==> config.mk <==
export PLATFORM = sky130hd
export DESIGN_NAME = regaddr_gen
export DESIGN_NICKNAME = d
export VERILOG_FILES = /design/src/rtl/regaddr_pkg.sv /design/src/rtl/regaddr_ptr.sv /design/src/rtl/regaddr_map.sv /design/src/rtl/regaddr_gen.sv
export SDC_FILE = /design/constraint.sdc
export NUM_CORES = 1
export LEC_CHECK = 0
export BUFFER_PORTS_ARGS = -buffer_cell sky130_fd_sc_hd__buf_2
export CORE_AREA = 2 2 57 70
export DETAILED_ROUTE_END_ITERATION = 6
export DIE_AREA = 0 0 59 72
export GPL_ROUTABILITY_DRIVEN = 1
export HOLD_SLACK_MARGIN = 0.06
export PLACE_DENSITY = 0.81
export SLEW_MARGIN = 5
export SYNTH_ARGS = -nofsm -noshare
export SYNTH_HDL_FRONTEND = slang
export SYNTH_SLANG_ARGS = --single-unit
==> constraint.sdc <==
create_clock -name clk -period 4.4 [get_ports clk]
set_input_delay 0.22 -clock clk [delete_from_list [all_inputs] [get_ports clk]]
set_output_delay 0.22 -clock clk [all_outputs]
set_load 0.005 [all_outputs]
==> src/rtl/regaddr_pkg.sv <==
package regaddr_pkg;

  typedef enum logic [1:0] {
    AM_REL = 2'd0,
    AM_ABS = 2'd1,
    AM_IDX = 2'd2,
    AM_RSV = 2'd3
  } amode_e;

  typedef enum logic [1:0] {
    BK_GPR  = 2'd0,
    BK_XFER = 2'd1,
    BK_NBR  = 2'd2,
    BK_RSV  = 2'd3
  } bank_e;

  // pointer slots, also the load-select code
  localparam int PTR_XIDX = 0;
  localparam int PTR_PUT  = 1;
  localparam int PTR_GET  = 2;
  localparam int NUM_PTR  = 3;

endpackage

==> src/rtl/regaddr_ptr.sv <==
module regaddr_ptr #(
  parameter int DEPTH = 64,
  parameter int REG_W = 8
) (
  input  logic             clk,
  input  logic             rst_n,
  input  logic             step,
  input  logic             load,
  input  logic [REG_W-1:0] ld_val,
  output logic [REG_W-1:0] ptr
);
  localparam int PW = $clog2(DEPTH);

  logic [PW-1:0] ptr_q;
  logic          step_taken;   // increment actually applied
  logic          wrap_evt;     // increment rolls over to zero

  function automatic logic [PW-1:0] ptr_advance(input logic [PW-1:0] p);
    return p + PW'(1);
  endfunction

  function automatic logic [PW-1:0] ptr_reduce(input logic [REG_W-1:0] v);
    return v[PW-1:0];
  endfunction

  assign step_taken = step && !load;
  assign wrap_evt   = step_taken && (ptr_q == PW'(DEPTH - 1));

  always_ff @(posedge clk) begin
    if (!rst_n)          ptr_q <= '0;
    else if (load)       ptr_q <= ptr_reduce(ld_val);
    else if (step_taken) ptr_q <= ptr_advance(ptr_q);
  end

  assign ptr = REG_W'(ptr_q);

  AST_PTR_IN_RANGE: assert property (@(posedge clk) disable iff (!rst_n)
    int'(ptr) < DEPTH);
  AST_PTR_STEP: assert property (@(posedge clk) disable iff (!rst_n)
    step_taken |=> int'(ptr) == (int'($past(ptr)) + 1) % DEPTH);
  AST_PTR_WRAP: assert property (@(posedge clk) disable iff (!rst_n)
    wrap_evt |=> ptr == '0);
  AST_LOAD_WINS: assert property (@(posedge clk) disable iff (!rst_n)
    load |=> int'(ptr) == int'($past(ld_val)) % DEPTH);
  AST_PTR_HOLD: assert property (@(posedge clk) disable iff (!rst_n)
    (!step && !load) |=> $stable(ptr));

endmodule

==> src/rtl/regaddr_map.sv <==
module regaddr_map
  import regaddr_pkg::*;
#(
  parameter int CTX_W      = 3,
  parameter int REG_W      = 8,
  parameter int GPR_DEPTH  = 256,
  parameter int XFER_DEPTH = 64,
  parameter int NBR_DEPTH  = 128
) (
  input  logic             valid,
  input  logic [CTX_W-1:0] ctx,
  input  logic [1:0]       mode,
  input  logic [1:0]       bank,
  input  logic [REG_W-1:0] regnum,
  input  logic             is_write,
  input  logic [REG_W-1:0] xidx_ptr,
  input  logic [REG_W-1:0] put_ptr,
  input  logic [REG_W-1:0] get_ptr,
  output logic [REG_W-1:0] phys,
  output logic             err,
  output logic [NUM_PTR-1:0] step_vec
);
  localparam int NUM_CTX = 1 << CTX_W;

  amode_e md;
  bank_e  bk;
  assign md = amode_e'(mode);
  assign bk = bank_e'(bank);

  function automatic int bank_depth(input bank_e b);
    case (b)
      BK_GPR:  return GPR_DEPTH;
      BK_XFER: return XFER_DEPTH;
      BK_NBR:  return NBR_DEPTH;
      default: return 0;
    endcase
  endfunction

  function automatic int window(input bank_e b);
    return bank_depth(b) / NUM_CTX;
  endfunction

  function automatic logic [REG_W-1:0] rel_index(input logic [CTX_W-1:0] c,
                                                  input logic [REG_W-1:0] r,
                                                  input int w);
    int t;
    t = int'(c) * w + int'(r);
    return REG_W'(t);
  endfunction

  always_comb begin
    phys     = '0;
    err      = 1'b0;
    step_vec = '0;
    if (valid) begin
      case (md)
        AM_REL: begin
          if (bk == BK_RSV || int'(regnum) >= window(bk)) err = 1'b1;
          else phys = rel_index(ctx, regnum, window(bk));
        end
        AM_ABS: begin
          if (bk == BK_RSV || int'(regnum) >= bank_depth(bk)) err = 1'b1;
          else phys = regnum;
        end
        AM_IDX: begin
          case (bk)
            BK_XFER: begin
              phys               = xidx_ptr;
              step_vec[PTR_XIDX] = 1'b1;
            end
            BK_NBR: begin
              if (is_write) begin
                phys              = put_ptr;
                step_vec[PTR_PUT] = 1'b1;
              end else begin
                phys              = get_ptr;
                step_vec[PTR_GET] = 1'b1;
              end
            end
            default: err = 1'b1;
          endcase
        end
        default: err = 1'b1;
      endcase
    end
  end

endmodule

==> src/rtl/regaddr_gen.sv <==
module regaddr_gen
  import regaddr_pkg::*;
#(
  parameter int CTX_W      = 3,
  parameter int REG_W      = 8,
  parameter int GPR_DEPTH  = 256,
  parameter int XFER_DEPTH = 64,
  parameter int NBR_DEPTH  = 128
) (
  input  logic             clk,
  input  logic             rst_n,
  input  logic             req_valid,
  input  logic [CTX_W-1:0] req_ctx,
  input  logic [1:0]       req_mode,
  input  logic [1:0]       req_bank,
  input  logic [REG_W-1:0] req_reg,
  input  logic             req_write,
  input  logic             ld_valid,
  input  logic [1:0]       ld_sel,
  input  logic [REG_W-1:0] ld_value,
  output logic [1:0]       out_bank,
  output logic [REG_W-1:0] out_index,
  output logic             out_err,
  output logic             out_step
);
  logic [REG_W-1:0]   ptr_q [NUM_PTR];
  logic [NUM_PTR-1:0] step_vec;
  logic [NUM_PTR-1:0] load_hit;   // decoded load strobes
  logic               idx_req;    // valid indexed request seen at the port

  for (genvar g = 0; g < NUM_PTR; g++) begin : g_ptr
    assign load_hit[g] = ld_valid && (ld_sel == 2'(g));
    regaddr_ptr #(
      .DEPTH (g == PTR_XIDX ? XFER_DEPTH : NBR_DEPTH),
      .REG_W (REG_W)
    ) u_ptr (
      .clk    (clk),
      .rst_n  (rst_n),
      .step   (step_vec[g]),
      .load   (load_hit[g]),
      .ld_val (ld_value),
      .ptr    (ptr_q[g])
    );
  end

  regaddr_map #(
    .CTX_W      (CTX_W),
    .REG_W      (REG_W),
    .GPR_DEPTH  (GPR_DEPTH),
    .XFER_DEPTH (XFER_DEPTH),
    .NBR_DEPTH  (NBR_DEPTH)
  ) u_map (
    .valid    (req_valid),
    .ctx      (req_ctx),
    .mode     (req_mode),
    .bank     (req_bank),
    .regnum   (req_reg),
    .is_write (req_write),
    .xidx_ptr (ptr_q[PTR_XIDX]),
    .put_ptr  (ptr_q[PTR_PUT]),
    .get_ptr  (ptr_q[PTR_GET]),
    .phys     (out_index),
    .err      (out_err),
    .step_vec (step_vec)
  );

  assign out_step = |step_vec;
  assign out_bank = req_valid ? req_bank : 2'd0;
  assign idx_req  = req_valid && (req_mode == 2'd2);

  AST_ERR_INDEX_ZERO: assert property (@(posedge clk) disable iff (!rst_n)
    out_err |-> out_index == '0);
  AST_ERR_NO_STEP: assert property (@(posedge clk) disable iff (!rst_n)
    out_err |-> !out_step);
  AST_STEP_ONE_PTR: assert property (@(posedge clk) disable iff (!rst_n)
    $onehot0(step_vec));
  AST_STEP_IDX_ONLY: assert property (@(posedge clk) disable iff (!rst_n)
    out_step |-> idx_req && (req_bank == 2'd1 || req_bank == 2'd2));
  AST_ABS_PASS: assert property (@(posedge clk) disable iff (!rst_n)
    (req_valid && req_mode == 2'd1 && !out_err) |-> out_index == req_reg);
  AST_IDLE_QUIET: assert property (@(posedge clk) disable iff (!rst_n)
    !req_valid |-> !out_err && !out_step && out_index == '0);

endmodule

Yosys cells after proc, flatten, opt, wreduce, memory -nomap -nowiden
Cells that the tools add are included.
{"block": "totals", "memories": 0, "ff_bits": 20, "elab_cells": 74, "out_inout_bits": 12, "inputBits": 30, "latch_bits": 0, "romBits": 0, "ramBits": 0}
{"block": "op_classes", "n_mul": 1, "n_addsub": 6, "n_reduce_logical": 21, "div": 0, "n_mux": 32, "bitwise_logic": 2, "n_eq_ne": 7, "shifts": 0, "n_lt_le_gt_ge": 2}
{"op": "2-to-1 mux 32 bit", "n": 7}
{"op": "adder 32 x 1 -> 32 bit", "n": 2}
{"op": "greater-or-equal comparator 9 x 32 -> 1 bit", "n": 2}
{"op": "2-to-1 mux 7 bit", "n": 5}
{"op": "multiplier 4 x 32 -> 8 bit", "n": 1}
{"op": "case mux 9 bit (3 select lines)", "n": 1}
{"op": "2-to-1 mux 8 bit", "n": 3}
{"op": "case mux 8 bit (3 select lines)", "n": 1}
{"op": "case mux 8 bit (2 select lines)", "n": 1}
{"op": "adder 7 x 1 -> 7 bit, second input constant", "n": 2}
{"op": "2-to-1 mux 6 bit", "n": 2}
{"op": "OR reduction 3 bit", "n": 3}
{"op": "adder 8 bit", "n": 1}
{"op": "equality test 2 bit, second input constant", "n": 4}
{"op": "2-to-1 mux 1 bit", "n": 7}
{"op": "adder 6 x 1 -> 6 bit, second input constant", "n": 1}
{"op": "equality test 2 x 1 -> 1 bit, second input constant", "n": 3}
{"op": "logical AND 1 bit", "n": 6}
{"op": "zero test 2 bit", "n": 3}
{"op": "2-to-1 mux 3 bit", "n": 2}
{"op": "nonzero test 2 bit", "n": 3}
{"op": "2-to-1 mux 2 bit", "n": 2}
{"op": "zero test 1 bit", "n": 3}
{"op": "case mux 1 bit (3 select lines)", "n": 1}
{"op": "3 further kinds", "n": 5}

Depth between registers and ports, before layout
Gate-level depths: netlist of run 1.
{"block": "depth", "word_depth": 20, "ltp_mapped": 12, "depth_no_buf": 12}

Modules after synthesis
A second synthesis of run 1 with hierarchy kept.
{"block": "unflattened", "cells_unflattened": 254, "area_unflattened_um2": 2070.7}
{"module": "regaddr_map", "cells_each": 124, "n_inst": 1, "seq_area_each_um2": 0.0, "area_per_inst_um2": 934.6}
{"module": "regaddr_ptr at g_ptr[1].u_ptr ...", "cells_each": 43, "n_inst": 2, "seq_area_each_um2": 140.1, "area_per_inst_um2": 380.4}
{"module": "regaddr_ptr at g_ptr[0].u_ptr", "cells_each": 38, "n_inst": 1, "seq_area_each_um2": 120.1, "area_per_inst_um2": 331.6}
{"module": "regaddr_gen", "cells_each": 6, "n_inst": 1, "seq_area_each_um2": 0.0, "area_per_inst_um2": 43.8}

Worst setup path after synthesis of run 1
No wires, ideal clock.
{"block": "synth_timing", "path_type": "input to output", "startpoint": "input port req_bank[0]", "endpoint": "output port out_index[7]", "required_time_ps": 4180, "path_slack_ps": 1451, "path_buffers": 0, "arrival_time_ps": 2729, "cell_stages": 12, "path_cell_list": "inv_1 > ha_1 > and2_1 > ha_1 > ha_1 > fa_1 > ha_1 > a21o_1 > a21oi_1 > xnor2_1 > a22oi_1 > nor2_1"}
{"block": "synth_via", "elab_chain_cells": 11, "word_cells_on_any_way": 24, "classes_between": "3 x add/sub; 1 x mul; 2 x order compare; 3 x eq/ne; 12 x mux; 3 x reduce/logical"}
{"item": "start, declared", "line_no": "regaddr_gen.sv:15", "text": "input logic [1:0] req_bank,"}
{"item": "equality test 2 bit (tied with other cells)", "line_no": "regaddr_map.sv:31, regaddr_map.sv:66"}
{"item": "case mux 9 bit (3 select lines)", "line_no": "regaddr_map.sv:31", "text": "case (b)"}
{"item": "2-to-1 mux 32 bit", "line_no": "regaddr_map.sv:58", "text": "if (bk == BK_RSV || int'(regnum) >= window(bk)) err = 1'b1;"}
{"item": "2-to-1 mux 32 bit", "line_no": "regaddr_map.sv:56", "text": "case (md)"}
{"item": "2-to-1 mux 32 bit", "line_no": "regaddr_map.sv:55", "text": "if (valid) begin"}
{"item": "adder 32 x 1 -> 32 bit (no line)"}
{"item": "multiplier 4 x 32 -> 8 bit", "line_no": "regaddr_map.sv:47", "text": "t = int'(c) * w + int'(r);"}
{"item": "adder 8 bit", "line_no": "regaddr_map.sv:47"}
{"item": "2-to-1 mux 8 bit", "line_no": "regaddr_map.sv:58"}
{"item": "case mux 8 bit (3 select lines) *", "line_no": "regaddr_map.sv:56"}
{"item": "2-to-1 mux 8 bit *", "line_no": "regaddr_map.sv:55"}
{"item": "end, declared", "line_no": "regaddr_gen.sv:22", "text": "output logic [REG_W-1:0] out_index,"}
Every way passes the cells marked *; elsewhere a longest branch is shown, timed or not. The select of a mux whose other input is x is not followed.

Final worst setup path of run 1
Same ends and word-level chain as after synthesis.

==> results of run 1 <==
layout make-up:
cell class / count / area (µm²)
Fill cell: 323 / 1348
Clock buffer: 4 / 55.05
Sequential cell: 20 / 400.4
Inverter: 8 / 30.03
Tap cell: 39 / 48.80
Timing Repair Buffer: 40 / 200.2
Multi-Input combinational cell: 195 / 1461
routing by layer:
layer,vias up,part of all wire
met4,0,0.010
met5,-,0
li1,902,-
met3,6,0.045
met2,46,0.49
met1,824,0.46
stage by stage:
step	setup slack, ps	std cells
after floorplan	1451	229
after global placement	1044	302
after detailed placement	1008	302
after CTS	1009	306
after global routing	765.2	306
final	1041	306
placed cells by master (no fill, tap or decap), drive strengths merged, types with 2 or more instances in the layout:
master	netlist	routed
nand4b	2	2
a311oi	3	3
nor2	30	30
dfxtp	20	20
a21oi	10	10
nand2	24	24
o22ai	3	3
nand3b	2	2
mux2i	6	6
buf	2	40
and3	2	2
a211oi	12	12
a222oi	3	3
ha	25	25
xor2	12	12
and2	12	12
nor4b	2	2
o21ai	10	10
xnor2	9	9
nor3	2	2
fa	3	3
nand4	3	3
nand3	5	5
clkbuf	4	4
inv	8	8
worst paths after layout:
kind	start	endpoint	slack, ps	depth (start not counted)
setup / recovery	req_bank[0]	out_index[7]	1040	14
hold reg to reg	g_ptr[0].u_ptr.ptr_q[1]$_SDFFE_PN0P_	g_ptr[0].u_ptr.ptr_q[1]$_SDFFE_PN0P_	530	2
hold / removal	rst_n	g_ptr[2].u_ptr.ptr_q[5]$_SDFFE_PN0P_	250	3
setup reg to reg	g_ptr[2].u_ptr.ptr_q[0]$_SDFFE_PN0P_	g_ptr[2].u_ptr.ptr_q[6]$_SDFFE_PN0P_	2890	6
power breakdown:
group | switching, mW | internal [mW]
Combinational | 0.0646 | 0.0549
Clock | 0.0582 | 0.0796
Sequential | 0.0103 | 0.191
tightest hold or removal path: stages:
cell	delay, ps
buf_2	130
o21ai_0	70
a21oi_1	40
kinds of logic (layout without fill, tap and decap cells):
group	after synthesis	after routing	share of synthesized area
AND/OR/NAND/NOR	89	89	0.2461
AO/OA/AOI/OAI	49	49	0.1769
adder cells (fa/ha/maj)	28	28	0.1945
XOR/XNOR	22	22	0.1077
flip-flops	20	20	0.2089
buffers and inverters	14	52	0.02872
multiplexers	7	7	0.03721
==> results.json, run 1 <==
{
  "skew_ps": 0.6400,
  "finalPower_mw": 0.4584,
  "synth_commonest_cells": "nor2_1 (29), ha_1 (25), nand2_1 (24)",
  "synth_edf_count": 0,
  "yosys.area.top_type": "dfxtp_1",
  "routedWlPerCell_um": 14.04,
  "synth.area.top_cells": "dfxtp_1 (21%), ha_1 (16%), nor2_1 (5.7%)",
  "die-area_um2": 4248,
  "crit_buf_inv": 3,
  "cp_top_family": "adder cells",
  "grt_max_degree": 16,
  "outcome": "finished, final reports clean",
  "required_ps": 4180,
  "syn-instance-count": 229,
  "met1_usage": 0.2917,
  "largest_reg_flops": 20,
  "powerDensity_nw_per_um2": 208.7,
  "finish.utilization": 0.6197,
  "top_usage_layer": "met2",
  "grt_usage": 0.2143,
  "crit_slowest_cell": "fa_1",
  "hold_viol": 0,
  "grtUsageMet3": 0.02852,
  "drive_above_1_share": 0.2097,
  "ys_seq_area_frac": 0.2089,
  "cts_hold_buf": 0,
  "first_pass_iters": 4,
  "top_regs": "g_ptr.u_ptr.ptr_q (20)",
  "die_h_um": 72,
  "grt_pass1_wl_um": 7279,
  "yosys.cell_count.top_type": "nor2_1",
  "maxCapViolCount": 0,
  "port_buffers": 40,
  "cts-root-buf": "clkbuf_8",
  "start_kind": "primary input",
  "antenna_found_initial": 0,
  "synth_top_area_frac": 0.2089,
  "ant_nets": 0,
  "cts.reportedPaths.clkPinSlew_ps": 70,
  "clkLatencyLatePin_ps": 250,
  "num_rows": 24,
  "vias_per_cell": 5.810,
  "clock-sinks": 20,
  "numCtsBuffers": 3,
  "post-cts-setup-buffers": 0,
  "grt_overflow": 0,
  "vias": 1778,
  "grtUsageMet2": 0.3568,
  "cts_tree": "built",
  "drc": 0,
  "clockBufferDepth": 2,
  "area_growth_pct": 14.56,
  "setup_viol": 0,
  "grt_pass1_vias": 1677,
  "die_w_um": 59,
  "drv_slew": 0,
  "fin_area_um2": 2196,
  "path_class": "in -> out",
  "min_period_over_period": 0.7635,
  "synth_seq_cells": 20,
  "nNetsFinal": 326,
  "synthDistinctLibCells": 46,
  "syn_avg_cell_area_um2": 8.370,
  "path_cells": "buf_2 > inv_1 > ha_1 > and2_1 > ha_1 > ha_1 > fa_1 > ha_1 > a21o_1 > a21oi_1 > xnor2_1 > a22oi_1 > nor2_1 > buf_2",
  "cp_common_cell": "ha_1",
  "syn_area_um2": 1917,
  "period_minus_slack_ps": 3359,
  "rsz0062_at_grt": "no",
  "insertedDiodeCount": 0,
  "cp_max_fo": 6,
  "fin_tns_setup_ps": 0,
  "endpoint_kind": "output port",
  "gp_congestion": 0.8363,
  "core_area_um2": 3543,
  "ys_async_sr_fraction": 0,
  "top_register": "g_ptr.u_ptr.ptr_q",
  "io_pins": 42,
  "finalHoldWorstSlack_ps": 245.1,
  "arrival_ps": 3140,
  "syn-num-nets": 287,
  "place_area_um2": 2141,
  "hold_class": "in -> reg",
  "cts_resized": 0,
  "drt_iter0_markers": 87,
  "initial_core_util": 0.5410,
  "slew_headroom": 0.6033,
  "fmaxAchievable_ghz": 0.2977,
  "p_leak_nw": 1.012,
  "yosysWarnings": 0,
  "routed_wirelength_um": 4295,
  "peakVddDrop_uv": 260.9,
  "max_stage_delay_ps": 520,
  "synthFlopType": "dfxtp_1",
  "dpl.hpwl_um": 3421,
  "htreeDepth": 1,
  "worst_slew_pin_slew_ps": 592.2
}
(Power assumes the default switching activity.)
==> inputs of run 2 (changes only) <==
Settings changed: CORE_AREA 2 2 57 70 to 2 2 60 73, DIE_AREA 0 0 59 72 to 0 0 62 75, PLACE_DENSITY 0.81 to 0.77.
Clock period 4.4 ns to 2.88 ns, I/O delays scaled along.
==> results.json, run 2 (synthesized netlist as in run 1, its figures left out) <==
{
  "path_class": "in -> out",
  "grt_overflow": 0,
  "powerDensity_nw_per_um2": 333.7,
  "most-common-layout-cells": "buf_2 (38), nor2_1 (29), nand2_1 (24), dfxtp_1 (20), ha_1 (16)",
  "peakVddDrop_uv": 296.7,
  "p_leak_nw": 1.071,
  "drc": 0,
  "fin_tns_setup_ps": 0,
  "cts_hold_buf": 0,
  "top_register": "g_ptr.u_ptr.ptr_q",
  "grt_pass1_vias": 1690,
  "wl_met1_um": 2244,
  "min_period_over_period": 0.9757,
  "dpl.hpwl_um": 3683,
  "slew_headroom": 0.5138,
  "skew_ps": 7.568,
  "drive_above_1_share": 0.2996,
  "cp_common_cell": "ha_4",
  "arrival_ps": 2670,
  "drv_slew": 0,
  "routed.top_layer": "met4",
  "cts-root-buf": "clkbuf_8",
  "worst_slew_pin_slew_ps": 725.9,
  "die-area_um2": 4650,
  "io_pins": 42,
  "cts.reportedPaths.clkPinSlew_ps": 80,
  "place_area_um2": 2235,
  "ant_nets": 0,
  "cp_top_family": "adder cells",
  "final.fill_count": 336,
  "port_buffers": 40,
  "post-cts-setup-buffers": 0,
  "area_growth_pct": 27.81,
  "grt_pass1_wl_um": 7638,
  "endpoint_kind": "output port",
  "clkLatencyLatePin_ps": 260,
  "crit_buf_inv": 4,
  "initial_core_util": 0.4902,
  "fin_area_um2": 2450,
  "die_h_um": 75,
  "routedWlPerCell_um": 14.60,
  "htreeDepth": 1,
  "grt_usage": 0.2147,
  "wl_met3_um": 147,
  "required_ps": 2740,
  "met2_length_um": 2370,
  "numCtsBuffers": 3,
  "layout_commonest_cell": "buf_2",
  "clockBufferDepth": 2,
  "top_regs": "g_ptr.u_ptr.ptr_q (20)",
  "crit_slowest_cell": "fa_1",
  "grt_max_degree": 16,
  "first_pass_iters": 4,
  "maxCapViolCount": 0,
  "gp_congestion": 0.8413,
  "hold_viol": 0,
  "max_stage_delay_ps": 520,
  "largest_reg_flops": 20,
  "vias": 1845,
  "clock-sinks": 20,
  "start_kind": "primary input",
  "cp_max_fo": 4,
  "path_cells": "buf_6 > inv_4 > buf_4 > ha_2 > and2_4 > ha_4 > ha_4 > fa_1 > ha_4 > xor2_1 > a32oi_1 > a21oi_1 > buf_2",
  "num_rows": 25,
  "core_area_um2": 3910,
  "routed_wirelength_um": 4834,
  "die_w_um": 62,
  "outcome": "finished, final reports clean",
  "hold_class": "in -> reg",
  "vias_per_cell": 5.574,
  "fmaxAchievable_ghz": 0.3559,
  "nNetsFinal": 336,
  "rrSetupSlack_ps": 1360,
  "period_minus_slack_ps": 2810,
  "drt_iter0_markers": 71,
  "insertedDiodeCount": 0,
  "antenna_found_initial": 0,
  "cts_tree": "built",
  "setup_viol": 0
}
[run 2: final timing paths]
check | startpoint | endpoint | cells past startpoint
max | req_bank[0] | out_index[6] | 13
min | rst_n | g_ptr[2].u_ptr.ptr_q[5]$_SDFFE_PN0P_ | 3
max reg2reg | g_ptr[2].u_ptr.ptr_q[0]$_SDFFE_PN0P_ | g_ptr[2].u_ptr.ptr_q[6]$_SDFFE_PN0P_ | 6
min reg2reg | g_ptr[2].u_ptr.ptr_q[1]$_SDFFE_PN0P_ | g_ptr[2].u_ptr.ptr_q[1]$_SDFFE_PN0P_ | 2
[run 2: worst register-to-register path, delay by kind of cell, from the launching register on]
family | cells | cell delay [ps]
AO/OA/AOI/OAI | 1 | 200
flip-flops | 1 | 390
XOR/XNOR | 1 | 160
adder cells (fa/ha/maj) | 1 | 200
AND/OR/NAND/NOR | 3 | 500
[run 2: what timing repair did]
item | in CTS | in global routing
resized for setup | 10 | 16
pin swaps | 11 | 9
endpoints found under the setup margin | 3 | 3
[run 2: per-layer routing]
metal / track usage / vias to the layer above
li1: - / 926
met1: 0.2972 / 869
met2: 0.3472 / 44
met3: 0.03436 / 6
met4: 0.04965 / 0
met5: 0 / -
[run 2: final cells by class]
type                       instances  area (µm²)  area share
clock inverter                     1       30.03     0.01226
tap                               54       67.56     0.02758
sequential                        20       400.4      0.1634
inverter                           8       35.03     0.01430
multi-input combinational        195        1588      0.6481
clock buffer                       3       41.29     0.01685
timing repair buffer              50       287.8      0.1175
[run 2: power breakdown]
group,internal (mW),switching (mW),total [mW]
clock network,0.186,0.0977,0.283
registers,0.291,0.0156,0.307
logic,0.110,0.117,0.227
total,0.587,0.230,0.818
[run 2: metrics by stage]
stage	setup slack, ps	std cells	total power [mW]	hold slack (ps)	utilization
finish	69.99	331	0.8176	154.8	0.6266
global route	-23.41	331	0.8597	173.7	0.6266
CTS	8.857	331	0.7957	154.3	0.6003
detailed placement	-179.8	327	0.5072	442.0	0.5715
global placement	-108.1	327	0.5022	436.1	0.5715
floorplan	83.19	229	0.4302	282.4	-
==> inputs of run 3 (changes only) <==
Settings changed: BUFFER_PORTS_ARGS -buffer_cell sky130_fd_sc_hd__buf_2 to default, CORE_AREA 2 2 60 73 to 2 2 57 70, DIE_AREA 0 0 62 75 to 0 0 59 72, DONT_BUFFER_PORTS from default to 1, PLACE_DENSITY 0.77 to 0.74.
==> results.json, run 3 (synthesized netlist as in run 1, its figures left out) <==
{
  "finalPower_mw": 0.7573,
  "r2r_start": "g_ptr[2].u_ptr.ptr_q[0]$_SDFFE_PN0P_",
  "cp-startpoint": "req_bank[0]",
  "fin_tns_setup_ps": 0,
  "cts_tree": "built",
  "arrival_ps": 2600,
  "die_w_um": 59,
  "top_regs": "g_ptr.u_ptr.ptr_q (20)",
  "first_pass_iters": 4,
  "cp_max_fo": 5,
  "initial_core_util": 0.5410,
  "die_h_um": 72,
  "most-common-layout-cells": "nor2_1 (29), nand2_1 (24), ha_1 (21), dfxtp_1 (20), xor2_1 (12)",
  "routed_wirelength_um": 4405,
  "start_kind": "primary input",
  "cts-root-buf": "clkbuf_8",
  "clock-sinks": 20,
  "maxCapViolCount": 0,
  "ant_nets": 0,
  "skew_ps": 8.125,
  "dpl.hpwl_um": 3412,
  "vias_per_cell": 6.120,
  "numCtsBuffers": 3,
  "powerDensity_nw_per_um2": 355.4,
  "area_growth_pct": 11.16,
  "path_class": "in -> out",
  "hold_viol": 0,
  "hold_path.startpoint": "ld_value[2]",
  "drv_slew": 0,
  "finish.utilization": 0.6013,
  "drive_above_1_share": 0.1064,
  "layout_commonest_cell": "nor2_1",
  "finalHoldWorstSlack_ps": 61.75,
  "vias": 1677,
  "core_area_um2": 3543,
  "rsz0062_at_grt": "no",
  "grt_max_degree": 16,
  "endpoint_kind": "output port",
  "htreeDepth": 1,
  "setup_viol": 0,
  "grt_usage": 0.2176,
  "antenna_found_initial": 0,
  "required_ps": 2740,
  "port_buffers": 0,
  "gp_congestion": 0.8761,
  "peakVddDrop_uv": 376.0,
  "die-area_um2": 4248,
  "num_rows": 24,
  "clockBufferDepth": 2,
  "slew_headroom": 0.5493,
  "hold_class": "in -> reg",
  "outcome": "finished, final reports clean",
  "grt_pass1_vias": 1568,
  "drc": 0,
  "insertedDiodeCount": 0,
  "period_minus_slack_ps": 2746,
  "routedWlPerCell_um": 16.08,
  "grt_overflow": 0,
  "fin_cells": 274,
  "dp.cells": 264,
  "clkLatencyLatePin_ps": 270,
  "drt_iter0_markers": 84,
  "p_leak_nw": 0.8765,
  "place_area_um2": 1956,
  "largest_reg_flops": 20,
  "pre_cts_slack_ps": 25.81,
  "fin_area_um2": 2131,
  "fmaxAchievable_ghz": 0.3641,
  "io_pins": 42,
  "nNetsFinal": 294,
  "grt_pass1_wl_um": 7258,
  "cts.reportedPaths.clkPinSlew_ps": 80,
  "worst_slew_pin_slew_ps": 672.9,
  "fin_ws_ps": 133.7,
  "min_period_over_period": 0.9536,
  "top_register": "g_ptr.u_ptr.ptr_q"
}
-- run 3: layout make-up --
class,instances,area [µm²]
fillers,327,1413
repair buffers,8,75.07
clock buffers,3,41.29
well taps,39,48.80
flip-flops and latches,20,400.4
multi-input cells,195,1505
inverters,8,30.03
clock inverters,1,30.03
-- run 3: power breakdown --
| part | leakage (nW) | switching, mW | internal, mW |
|---|---|---|---|
| registers | 0.164 | 0.0159 | 0.291 |
| clock network | 0.0357 | 0.105 | 0.186 |
| logic | 0.677 | 0.0800 | 0.0790 |
-- run 3: final timing paths --
| path | to | slack, ps | depth (start not counted) |
|---|---|---|---|
| worst min register to register | g_ptr[0].u_ptr.ptr_q[1]$_SDFFE_PN0P_ | 540 | 2 |
| worst min-delay path | g_ptr[0].u_ptr.ptr_q[2]$_SDFFE_PN0P_ | 60 | 2 |
| worst max register to register | g_ptr[2].u_ptr.ptr_q[6]$_SDFFE_PN0P_ | 1350 | 6 |
| worst max-delay path | out_index[7] | 130 | 12 |
-- run 3: worst max-delay path, cell delays in order --
cell and delay (ps):
inv_1 60, ha_1 210, and2_1 180, ha_4 280, ha_4 190, fa_1 530
ha_1 320, a21o_1 170, a21oi_2 140, xnor2_1 120, a22oi_1 80, nor2_1 170
-- run 3: timing repair --
| action | CTS | global route |
|---|---|---|
| hold buffers | 6 | 0 |
| buffers inserted | 0 | 0 |
| resized for setup | 0 | 7 |
| hold endpoints to repair | 11 | 0 |
| endpoints found under the setup margin | 0 | 2 |
-- run 3: routing by layer --
layer | track usage | wire [µm] | part of all wire
met2 | 0.3728 | 2182 | 0.50
met4 | 0.05808 | 48 | 0.011
met1 | 0.2732 | 1925 | 0.44
met5 | 0 | 0 | 0
met3 | 0.04635 | 249 | 0.057
